## config.mk

```make
export PLATFORM = sky130hd
export DESIGN_NAME = reloc_guard
export DESIGN_NICKNAME = d
export VERILOG_FILES = /design/src/rtl/reloc_guard_pkg.sv /design/src/rtl/reloc_guard_regs.sv /design/src/rtl/reloc_guard_xlate.sv /design/src/rtl/reloc_guard.sv
export SDC_FILE = /design/constraint.sdc
export NUM_CORES = 1
export LEC_CHECK = 0
export ABC_AREA = 1
export BUFFER_PORTS_ARGS = -buffer_cell sky130_fd_sc_hd__buf_4
export CAP_MARGIN = 10
export CORE_UTILIZATION = 26
export CTS_CLUSTER_DIAMETER = 100
export CTS_CLUSTER_SIZE = 30
export DETAILED_ROUTE_END_ITERATION = 12
export HOLD_SLACK_MARGIN = 0.08
export PLACE_DENSITY_LB_ADDON = 0.3
export SETUP_SLACK_MARGIN = 0.05
export SYNTH_ARGS = -nofsm -noshare
export SYNTH_HDL_FRONTEND = slang
export SYNTH_SLANG_ARGS = --single-unit
```

## constraint.sdc

```tcl
create_clock -name clk -period 2.3 [get_ports clk]
set_clock_uncertainty 0.1 [all_clocks]
set_input_delay 0.115 -clock clk [delete_from_list [all_inputs] [get_ports clk]]
set_output_delay 0.115 -clock clk [all_outputs]
set_load 0.02 [all_outputs]
```

## src/rtl/reloc_guard_pkg.sv

```systemverilog
package reloc_guard_pkg;
  typedef enum logic {
    TGT_OFFSET = 1'b0,
    TGT_BOUND  = 1'b1
  } cfg_target_e;
endpackage

```

## src/rtl/reloc_guard_regs.sv

```systemverilog
module reloc_guard_regs
  import reloc_guard_pkg::*;
#(
  parameter int ADDR_W = 16
) (
  input  logic              clk,
  input  logic              rst_n,
  input  logic              cfg_we,
  input  logic              cfg_kernel,
  input  logic              cfg_sel,
  input  logic [ADDR_W-1:0] cfg_wdata,
  output logic [ADDR_W-1:0] offset_o,
  output logic [ADDR_W-1:0] bound_o,
  output logic              priv_err_o
);
  cfg_target_e       tgt;
  logic              wr_ok;
  logic              en_offset, en_bound;
  logic [ADDR_W-1:0] offset_q, bound_q;
  logic              err_q, err_d;

  // next-state
  always_comb begin
    tgt       = cfg_target_e'(cfg_sel);
    wr_ok     = cfg_we & cfg_kernel;
    en_offset = wr_ok & (tgt == TGT_OFFSET);
    en_bound  = wr_ok & (tgt == TGT_BOUND);
    err_d     = cfg_we & ~cfg_kernel;
  end

  // registers
  always_ff @(posedge clk or negedge rst_n) begin
    if (!rst_n) begin
      offset_q <= '0;
      bound_q  <= '0;
      err_q    <= 1'b0;
    end else begin
      if (en_offset) offset_q <= cfg_wdata;
      if (en_bound)  bound_q  <= cfg_wdata;
      err_q <= err_d;
    end
  end

  assign offset_o   = offset_q;
  assign bound_o    = bound_q;
  assign priv_err_o = err_q;
endmodule

```

## src/rtl/reloc_guard_xlate.sv

```systemverilog
module reloc_guard_xlate #(
  parameter int ADDR_W = 16,
  localparam int PA_W  = ADDR_W + 1
) (
  input  logic              clk,
  input  logic              rst_n,
  input  logic              req_valid,
  input  logic              req_kernel,
  input  logic [ADDR_W-1:0] req_addr,
  input  logic [ADDR_W-1:0] offset_i,
  input  logic [ADDR_W-1:0] bound_i,
  output logic              mem_valid_o,
  output logic [PA_W-1:0]   mem_addr_o,
  output logic              fault_o
);
  logic              v_q, k_q;
  logic [ADDR_W-1:0] a_q;
  logic              in_range;
  logic [PA_W-1:0]   sum;

  // request stage registers; address and mode load only with a request
  always_ff @(posedge clk or negedge rst_n) begin
    if (!rst_n) begin
      v_q <= 1'b0;
      k_q <= 1'b0;
      a_q <= '0;
    end else begin
      v_q <= req_valid;
      if (req_valid) begin
        k_q <= req_kernel;
        a_q <= req_addr;
      end
    end
  end

  // compare and add
  always_comb begin
    in_range = (a_q < bound_i);
    sum      = {1'b0, a_q} + {1'b0, offset_i};
    fault_o     = v_q & ~k_q & ~in_range;
    mem_valid_o = v_q & (k_q | in_range);
    if (!mem_valid_o)  mem_addr_o = '0;
    else if (k_q)      mem_addr_o = {1'b0, a_q};
    else               mem_addr_o = sum;
  end
endmodule

```

## src/rtl/reloc_guard.sv

```systemverilog
module reloc_guard #(
  parameter int ADDR_W = 16,
  localparam int PA_W  = ADDR_W + 1
) (
  input  logic              clk,
  input  logic              rst_n,
  input  logic              cfg_we,
  input  logic              cfg_kernel,
  input  logic              cfg_sel,
  input  logic [ADDR_W-1:0] cfg_wdata,
  input  logic              req_valid,
  input  logic              req_kernel,
  input  logic [ADDR_W-1:0] req_addr,
  output logic              mem_valid,
  output logic [PA_W-1:0]   mem_addr,
  output logic              fault,
  output logic              priv_err
);
  logic [ADDR_W-1:0] offset_w, bound_w;

  reloc_guard_regs #(.ADDR_W(ADDR_W)) u_regs (
    .clk        (clk),
    .rst_n      (rst_n),
    .cfg_we     (cfg_we),
    .cfg_kernel (cfg_kernel),
    .cfg_sel    (cfg_sel),
    .cfg_wdata  (cfg_wdata),
    .offset_o   (offset_w),
    .bound_o    (bound_w),
    .priv_err_o (priv_err)
  );

  reloc_guard_xlate #(.ADDR_W(ADDR_W)) u_xlate (
    .clk         (clk),
    .rst_n       (rst_n),
    .req_valid   (req_valid),
    .req_kernel  (req_kernel),
    .req_addr    (req_addr),
    .offset_i    (offset_w),
    .bound_i     (bound_w),
    .mem_valid_o (mem_valid),
    .mem_addr_o  (mem_addr),
    .fault_o     (fault)
  );
endmodule

```

==> results.yml, run 1 <==
global_routing:
  antenna_found_initial: 0
  grt.total_usage_pct: 14.0
  grt_pass1_wl_mm: 15.5
  grt.overflow.total: 0
  grt_max_degree: 52
  grt_pass1_vias: 3229
synth:
  ys_seq_area_share_pct: 36.6
  synth_top_cell_by_area: "dfrtp_1"
  synth_area_per_cell_um2: 6.93
  synth_seq_cells: 51
  synth_area_um2: 3490
  synth_cell_types: 25
  yosysTopAreaCellShare_pct: 36.6
  syn_inst: 503
  synth_nets: 574
  yosysWarnings: 0
  synthTopCellsByArea: "dfrtp_1, nand2_1, ha_1"
placement:
  dpl.hpwl_mm: 6.92
  io_buffers: 58
  place_ws_ns: 0.0994
  gp_congestion: 0.827
  dp_cells: 722
floorplan:
  dieWidth_um: 118
  initial_core_util_pct: 27.2
  rows: 41
  die-area_um2: 13900
  ios: 59
  die_h_um: 118
  core_um2: 12800
route:
  drt_first_pass_iters: 4
  wire_per_inst_um: 12.6
  detail-route-antenna-nets: 0
  drt_iter0_markers: 166
  drc: 0
  vias: 3368
  drt-total-wl_mm: 9.83
  via_per_inst: 4.32
timing:
  setup_viol_count_final: 11
  hold_violations: 0
  finalCritPeriodShare_pct: 102
  rsz0062_at_grt: "true"
  worst_slew_pin_slew_ns: 0.723
  maxSlewHeadroom_pct: 51.8
  fin_hold_ws_ns: 0.301
  setup_slack_ns: -0.0348
  timing.fmax_ghz: 0.428
  maxSlewViolCount: 0
  period_minus_slack_ns: 2.33
power_and_ir_drop:
  p_leak_nw: 2.64
  worst_ir_drop_vdd_uv: 333
  p_per_area_nw_per_um2: 654
final_layout:
  instances_no_fill: 780
  nets: 678
  mostFrequentLayoutCell: "nand2_1"
  layout_common_cells: "nand2_1, inv_1, buf_4, o21ai_0, dfrtp_1"
  nFillCells: 1321
  drive_gt1_share_pct: 26.0
  utilization_pct: 40.7
  syn_to_final_growth_pct: 49.6
  diodes: 0
worst_setup_path:
  cpMostUsedCell: "nand2_2"
  critPathKind: "flip-flop to output pin"
  required_ns: 2.09
  worst_setup_path_end_kind: "output pin"
  path_cells: "ha_2 -> fa_2 -> nand2_2 -> nand2_2 -> and2_4 -> nand2_2 -> nand2_2 -> xnor2_2 -> nand2_1 -> nand2_2 -> nor2_4 -> buf_6"
  worst-path-max-fanout: 3
  cp.arrival_ns: 2.12
  crit_buf_inv: 1
  slowest_stage: "dfrtp_1"
  cpLargestDelayFamily: "simple AND/OR/NAND/NOR gates"
  cpPeakStageDelay_ns: 0.39
  cp-start-kind: "flip-flop"
run_status:
  violations: "negative setup slack"
  status: "complete, but fails checks"
cts:
  clkTransAtPathRegs_ns: 0.07
  cts_sinks: 51
  clk_latency_ns: 0.29
  cts_tree: "yes"
  htreeDepth: 2
  numCtsBuffers: 5
  clockBufferDepth: 2
  cts_root_buffer: "clkbuf_16"
hold_path:
  worstHoldPathType: "input port to asynchronous set/reset pin"
run:
  drv_cap: 0
-- routing by layer --
layer / vias up / routed length, um / track usage, %
li1: 1760 / - / -
met1: 1535 / 4780 / 19.2
met2: 57 / 4540 / 20.7
met3: 16 / 282 / 2.81
met4: 0 / 231 / 7.21
met5: - / 0 / 0
-- logic make-up (layout without fill, tap and decap cells) --
family / after synthesis / in the layout / share of synthesized area (%)
buffers and inverters: 107 / 209 / 11.8
xor gates and xnor gates: 7 / 7 / 1.76
adders and majority gates: 32 / 32 / 11.7
AOI/OAI and AO/OA: 74 / 74 / 10.6
and+or+nand+nor: 232 / 235 / 27.6
DFF: 51 / 51 / 36.6
-- cell usage after synthesis, drive strengths merged --
cell / n
a21oi: 14
and2: 1
buf: 2
clkbuf: 12
dfrtp: 51
fa: 1
ha: 31
inv: 93
nand2: 168
nand3: 19
nand3b: 3
nand4: 1
nor2: 32
nor3: 6
o21ai: 60
or2: 2
xnor2: 2
xor2: 5
-- per-stage QoR --
| stage | total power [mW] | instance area [um2] | TNS (ns) |
|---|---|---|---|
| floorplan | 1.90 | 3490 | 0 |
| global placement | 2.25 | 4100 | 0 |
| detailed placement | 2.27 | 4100 | 0 |
| CTS | 3.24 | 4910 | -0.151 |
| global route | 3.67 | 5220 | -1.87 |
| finish | 3.41 | 5220 | -0.156 |
-- path summary, 6_finish.rpt --
path | depth (start not counted) | to | slack [ns] | startpoint
min in group clk | 5 | u_regs.offset_o[0]$_DFFE_PN0P_ | 0.31 | cfg_we
setup reg to reg | 2 | u_xlate.k_q$_DFFE_PN0P_ | 1.16 | u_xlate.k_q$_DFFE_PN0P_
max in group asynchronous | 2 | u_regs.offset_o[9]$_DFFE_PN0P_ | 1.32 | rst_n
setup / recovery | 12 | mem_addr[8] | -0.03 | u_xlate.a_q[0]$_DFFE_PN0P_
hold / removal | 2 | u_regs.bound_o[1]$_DFFE_PN0P_ | 0.30 | rst_n
hold reg to reg | 2 | u_regs.bound_o[12]$_DFFE_PN0P_ | 0.39 | u_regs.bound_o[12]$_DFFE_PN0P_
-- layout make-up --
cell class / count / area [um2] / area share, %
tap: 172 / 215 / 4.13
multi-input combinational: 348 / 2280 / 43.7
clock buffer: 6 / 129 / 2.47
clock inverter: 2 / 12.5 / 0.240
inverter: 93 / 349 / 6.69
sequential: 51 / 1280 / 24.6
timing repair buffer: 108 / 948 / 18.2
-- flip-flops by register name, indices dropped and copies added (netlist names) --
register / flops
u_regs.priv_err_o: 1
u_xlate.a_q: 16
u_regs.offset_o: 16
u_xlate.v_q: 1
u_xlate.k_q: 1
u_regs.bound_o: 16
-- what timing repair did --
action | in CTS | in global routing
cloned | 1 | 2
resized for setup | 48 | 52
buffers inserted | 5 | 5
hold buffers | 37 | 0
endpoints found under the setup margin | 18 | 19
pin swaps | 7 | 22
hold endpoints to repair | 102 | 0
-- report_power, final --
group          switching [mW]  internal [mW]
registers               0.132           1.02
logic                   0.851          0.689
clock network           0.321          0.402
Power figures use the tool's default switching activity.
==> inputs of run 2 (changes only) <==
--- a/config.mk
+++ b/config.mk
@@ -8,6 +8,7 @@
 export ABC_AREA = 1
 export BUFFER_PORTS_ARGS = -buffer_cell sky130_fd_sc_hd__buf_4
 export CAP_MARGIN = 10
+export CORE_ASPECT_RATIO = 1.5
 export CORE_UTILIZATION = 26
 export CTS_CLUSTER_DIAMETER = 100
 export CTS_CLUSTER_SIZE = 30
==> results.yml, run 2 (synthesis gave the netlist of run 1 again) <==
route:
  drt-total-wl_mm: 10.0
  via_per_inst: 4.41
  drc: 0
  vias: 3388
  drt_iter0_markers: 173
  detail-route-antenna-nets: 0
  drt_first_pass_iters: 4
  wire_per_inst_um: 13.0
final_layout:
  seqCellArea_um2: 1280
  syn_to_final_growth_pct: 50.2
  utilization_pct: 40.2
  instances_no_fill: 769
  diodes: 0
  mostFrequentLayoutCell: "nand2_1"
  multi_input_area_um2: 2270
  drive_gt1_share_pct: 28.5
  nets: 681
  nFillCells: 1368
  layout_common_cells: "nand2_1, inv_1, o21ai_0, buf_4, dfrtp_1"
  stdcell_area_um2: 5240
worst_setup_path:
  cpMostUsedCell: "nand2_2"
  cpLargestDelayFamily: "adder cells"
  worst_setup_path_end_kind: "output pin"
  critPathKind: "flip-flop to output pin"
  slowest_stage: "dfrtp_1"
  worst-path-max-fanout: 3
  crit_buf_inv: 1
  cp.arrival_ns: 2.15
  cp-start-kind: "flip-flop"
  path_cells: "ha_2 -> fa_2 -> nand2_2 -> nand2_2 -> and2_4 -> xor2_1 -> o21ai_1 -> nor2_4 -> buf_6"
  required_ns: 2.09
  cpPeakStageDelay_ns: 0.39
power_and_ir_drop:
  p_per_area_nw_per_um2: 664
  p_leak_nw: 2.66
  worst_ir_drop_vdd_uv: 289
floorplan:
  die_h_um: 144
  ios: 59
  die-area_um2: 13900
  rows: 51
  initial_core_util_pct: 26.8
  dieWidth_um: 96.6
  core_um2: 13000
global_routing:
  antenna_found_initial: 0
  grt_max_degree: 52
  grt_pass1_wl_mm: 15.8
  grt.overflow.total: 0
  grt.total_usage_pct: 14.9
  grt_pass1_vias: 3358
placement:
  place_ws_ns: 0.0948
  gp_congestion: 0.852
  dp_cells: 709
  io_buffers: 58
  dpl_cell_area_um2: 4080
  dpl.hpwl_mm: 7.16
run_status:
  status: "complete, but fails checks"
  violations: "negative setup slack"
timing:
  setup_slack_ns: -0.0606
  worst_slew_pin_slew_ns: 0.718
  maxSlewViolCount: 0
  rsz0062_at_grt: "true"
  fin_hold_ws_ns: 0.297
  finalCritPeriodShare_pct: 103
  period_minus_slack_ns: 2.36
  hold_violations: 0
  timing.fmax_ghz: 0.424
  setup_viol_count_final: 12
  maxSlewHeadroom_pct: 52.1
cts:
  clockBufferDepth: 2
  cts_tree: "yes"
  cts_root_buffer: "clkbuf_16"
  numCtsBuffers: 5
  clk_latency_ns: 0.29
  clkTransAtPathRegs_ns: 0.07
  cts_sinks: 51
  htreeDepth: 2
run:
  drv_cap: 0
hold_path:
  worstHoldPathType: "input port to flip-flop"
[run 2: cell types whose count changed in the layout (fill, tap and decap cells not counted), moves of 3 or more]
cell     previous run  this run
nand2_2            18        26
ha_4               16        12
nor2_2              4         8
inv_2               3         6
buf_6              12        18
inv_1              90        86
buf_4              59        56
nand2_1           148       139
ha_1               13        18
[run 2: layer usage]
metal | part of all wire, % | vias to the layer above | track usage, %
met5 | 0 | - | 0
met4 | 1.7 | 0 | 5.96
met3 | 2.2 | 10 | 1.22
met2 | 53 | 58 | 26.5
met1 | 43 | 1551 | 18.3
li1 | - | 1769 | -
[run 2: timing repair]
item | CTS | global route
hold buffers | 37 | 0
gates cloned | 3 | 0
resized for setup | 59 | 61
setup endpoints to repair | 18 | 19
setup buffers | 5 | 8
endpoints found under the hold margin | 101 | 0
pin swaps | 11 | 29
[run 2: where the power goes]
group | internal (mW) | switching (mW) | total, mW
clock | 0.425 | 0.320 | 0.745
combinational | 0.700 | 0.900 | 1.60
sequential | 1.02 | 0.114 | 1.13
[run 2: path summary, 6_finish.rpt]
kind,start,endpoint,slack [ns],cells past startpoint
min reg2reg,u_regs.bound_o[11]$_DFFE_PN0P_,u_regs.bound_o[11]$_DFFE_PN0P_,0.39,2
min,cfg_sel,u_regs.bound_o[7]$_DFFE_PN0P_,0.30,5
min in group asynchronous,rst_n,u_xlate.a_q[13]$_DFFE_PN0P_,0.31,2
max reg2reg,u_xlate.k_q$_DFFE_PN0P_,u_xlate.k_q$_DFFE_PN0P_,1.15,2
max,u_regs.offset_o[0]$_DFFE_PN0P_,mem_addr[4],-0.06,9
max in group asynchronous,rst_n,u_xlate.a_q[7]$_DFFE_PN0P_,1.30,2
[run 2: cell type report]
type | count | share of cell area (%)
clock buffer | 6 | 2.65
sequential | 51 | 24.5
tap | 159 | 3.80
timing repair buffer | 111 | 19.0
clock inverter | 1 | 0.0956
multi-input combinational | 348 | 43.3
inverter | 93 | 6.71
[run 2: worst reg2reg max path, stage by stage, from the launching register on]
cell	delay (ns)
dfrtp_1	0.37
inv_1	0.40
o21ai_0	0.14
[run 2: per-stage QoR]
step                total power [mW]  TNS, ns
floorplan                       1.90        0
global placement                2.26        0
CTS                             3.30   -0.474
finish                          3.48   -0.299
global route                    3.73    -2.21
detailed placement              2.28        0
==> inputs of run 3 (changes only) <==
--- a/config.mk
+++ b/config.mk
@@ -5,7 +5,7 @@
 export SDC_FILE = /design/constraint.sdc
 export NUM_CORES = 1
 export LEC_CHECK = 0
-export ABC_AREA = 1
+export ABC_AREA = 0
 export BUFFER_PORTS_ARGS = -buffer_cell sky130_fd_sc_hd__buf_4
 export CAP_MARGIN = 10
 export CORE_ASPECT_RATIO = 1.5
@@ -18,4 +18,5 @@
 export SETUP_SLACK_MARGIN = 0.05
 export SYNTH_ARGS = -nofsm -noshare
 export SYNTH_HDL_FRONTEND = slang
+export SYNTH_HIERARCHICAL = 1
 export SYNTH_SLANG_ARGS = --single-unit
==> results.yml, run 3 <==
synth:
  synth_seq_cells: 51
  synth_common_cells: "dfrtp_1, a21oi_1, ha_1"
  synth_top_cell_by_area: "dfrtp_1"
  synth.most_common_cell: "dfrtp_1"
  synth_cell_types: 54
  ys_seq_area_share_pct: 37.0
  synth_area_um2: 3450
  yosysTopAreaCellShare_pct: 37.0
  synth_nets: 400
  async_reset_ff_share_pct: 100
  yosysWarnings: 6
  synthTopCellsByArea: "dfrtp_1, ha_1, mux2_2"
  synth-edff-count: 0
  yosys_most_used_dff: "dfrtp_1"
  synth_area_per_cell_um2: 10.5
  syn_inst: 329
global_routing:
  grt.overflow.total: 0
  grt_max_degree: 52
  grt_pass1_wl_mm: 15.8
  grt_pass1_vias: 3168
  grt.total_usage_pct: 15.2
  antenna_found_initial: 0
final_layout:
  nFillCells: 1250
  syn_to_final_growth_pct: 55.3
  instances_no_fill: 626
  layout_common_cells: "buf_4, dfrtp_1, dlygate4sd3_1, mux2_2, nand2_1"
  nets: 538
  stdcell_area_um2: 5350
  utilization_pct: 41.3
  drive_gt1_share_pct: 45.6
  mostFrequentLayoutCell: "buf_4"
  diodes: 0
cts:
  clkTransAtPathRegs_ns: 0.06
  cts_tree: "yes"
  clockBufferDepth: 2
  clk_latency_ns: 0.29
  htreeDepth: 2
  cts_root_buffer: "clkbuf_16"
  cts_sinks: 51
  numCtsBuffers: 5
route:
  drt_iter0_markers: 112
  wire_per_inst_um: 15.7
  drc: 0
  drt_first_pass_iters: 4
  via_per_inst: 4.69
  vias: 2939
  drt-total-wl_mm: 9.81
  detail-route-antenna-nets: 0
timing:
  period_minus_slack_ns: 2.76
  hold_violations: 0
  setup_viol_count_final: 19
  maxSlewHeadroom_pct: 55.4
  maxSlewViolCount: 0
  timing.fmax_ghz: 0.363
  worst_slew_pin_slew_ns: 0.670
  setup_slack_ns: -0.455
  finalCritPeriodShare_pct: 120
  fin_hold_ws_ns: 0.300
  rsz0062_at_grt: "true"
run_status:
  status: "complete, but fails checks"
  violations: "negative setup slack"
worst_setup_path:
  worstRegToRegCells: 4
  worst_setup_path_end_kind: "output pin"
  worst-path-max-fanout: 4
  cp.arrival_ns: 2.54
  cp-start-kind: "flip-flop"
  critPathKind: "flip-flop to output pin"
  required_ns: 2.09
floorplan:
  die-area_um2: 13700
  die_h_um: 143
  rows: 51
  initial_core_util_pct: 26.6
  dieWidth_um: 96.0
  core_um2: 13000
  ios: 59
run:
  drv_cap: 0
placement:
  dpl.hpwl_mm: 7.02
  io_buffers: 58
  gp_congestion: 0.816
  dpl_cell_area_um2: 4370
  dp_cells: 573
power_and_ir_drop:
  p_per_area_nw_per_um2: 765
  p_leak_nw: 2.40
  worst_ir_drop_vdd_uv: 314
  design_power_total_mw: 4.09
hold_path:
  worstHoldPathType: "input port to asynchronous set/reset pin"
run 3: cell types whose count changed in the layout (fill, tap and decap cells not counted), sizes merged, moves of 7 or more:
cell,delta
nand2,-144
inv,-71
mux2,+49
o21ai,-45
buf,+32
a21oi,+17
nand3,-14
nor2,-11
a211oi,+7
run 3: worst max-delay path: stages, from the launching register on:
cell and delay, ns:
dfrtp_1 0.39, ha_4 0.17, fa_2 0.22, a211oi_4 0.07, or3_4 0.39, a211oi_4 0.37, o2111ai_2 0.16, a21boi_1 0.16
o2111a_2 0.20, buf_6 0.11
run 3: per-layer routing:
metal	routed length, um	part of all wire, %	track usage, %	vias up
met4	208	2.1	5.26	0
li1	-	-	-	1452
met3	230	2.3	1.97	10
met2	5310	54	27.5	45
met1	4060	41	17.9	1432
met5	0	0	0	-
run 3: timing repair:
action	CTS	global route
endpoints found under the setup margin	19	19
setup buffers	3	6
pin swaps	22	15
hold endpoints to repair	102	0
hold buffers	37	0
gates cloned	1	0
gates resized for setup	48	28
run 3: worst paths after layout:
| check | startpoint | endpoint | slack, ns |
|---|---|---|---|
| max in group asynchronous | rst_n | u_xlate/a_q[1]$_DFFE_PN0P_ | 1.33 |
| min in group clk | cfg_sel | u_regs/bound_o[7]$_DFFE_PN0P_ | 0.39 |
| worst max-delay path | u_regs/offset_o[0]$_DFFE_PN0P_ | mem_addr[16] | -0.46 |
| worst min register to register | u_regs/bound_o[4]$_DFFE_PN0P_ | u_regs/bound_o[4]$_DFFE_PN0P_ | 0.41 |
| worst max register to register | u_xlate/a_q[6]$_DFFE_PN0P_ | u_xlate/a_q[6]$_DFFE_PN0P_ | 1.05 |
| worst min-delay path | rst_n | u_regs/bound_o[0]$_DFFE_PN0P_ | 0.30 |
run 3: through the flow:
step           setup TNS [ns]  setup WS (ns)
4_1_cts                 -8.45         -0.527
6_report                -7.10         -0.455
2_1_floorplan         -0.0170        -0.0170
3_5_place_dp            -2.90         -0.277
5_1_grt                 -8.92         -0.540
3_3_place_gp            -2.59         -0.201
run 3: where the power goes:
| part | internal, mW | switching (mW) |
|---|---|---|
| sequential | 1.04 | 0.114 |
| combinational | 1.08 | 1.03 |
| clock | 0.508 | 0.323 |
run 3: cell families (layout without fill, tap and decap cells):
group / Yosys count / after routing / share of synthesized area, %
flops: 51 / 51 / 37.0
buf+inv: 34 / 172 / 4.68
simple gates: 80 / 80 / 11.9
mux: 53 / 53 / 19.4
fa+ha+maj: 32 / 32 / 11.8
compound gates: 73 / 73 / 13.7
xor+xnor: 6 / 6 / 1.53
run 3: area by class of cell:
| cell class | instances | area [um2] | share of cell area, % |
|---|---|---|---|
| multi-input combinational | 244 | 2370 | 44.4 |
| inverter | 22 | 85.1 | 1.59 |
| tap | 159 | 199 | 3.72 |
| sequential | 51 | 1280 | 23.9 |
| clock buffer | 6 | 129 | 2.41 |
| clock inverter | 1 | 30.0 | 0.561 |
| timing repair buffer | 143 | 1260 | 23.5 |
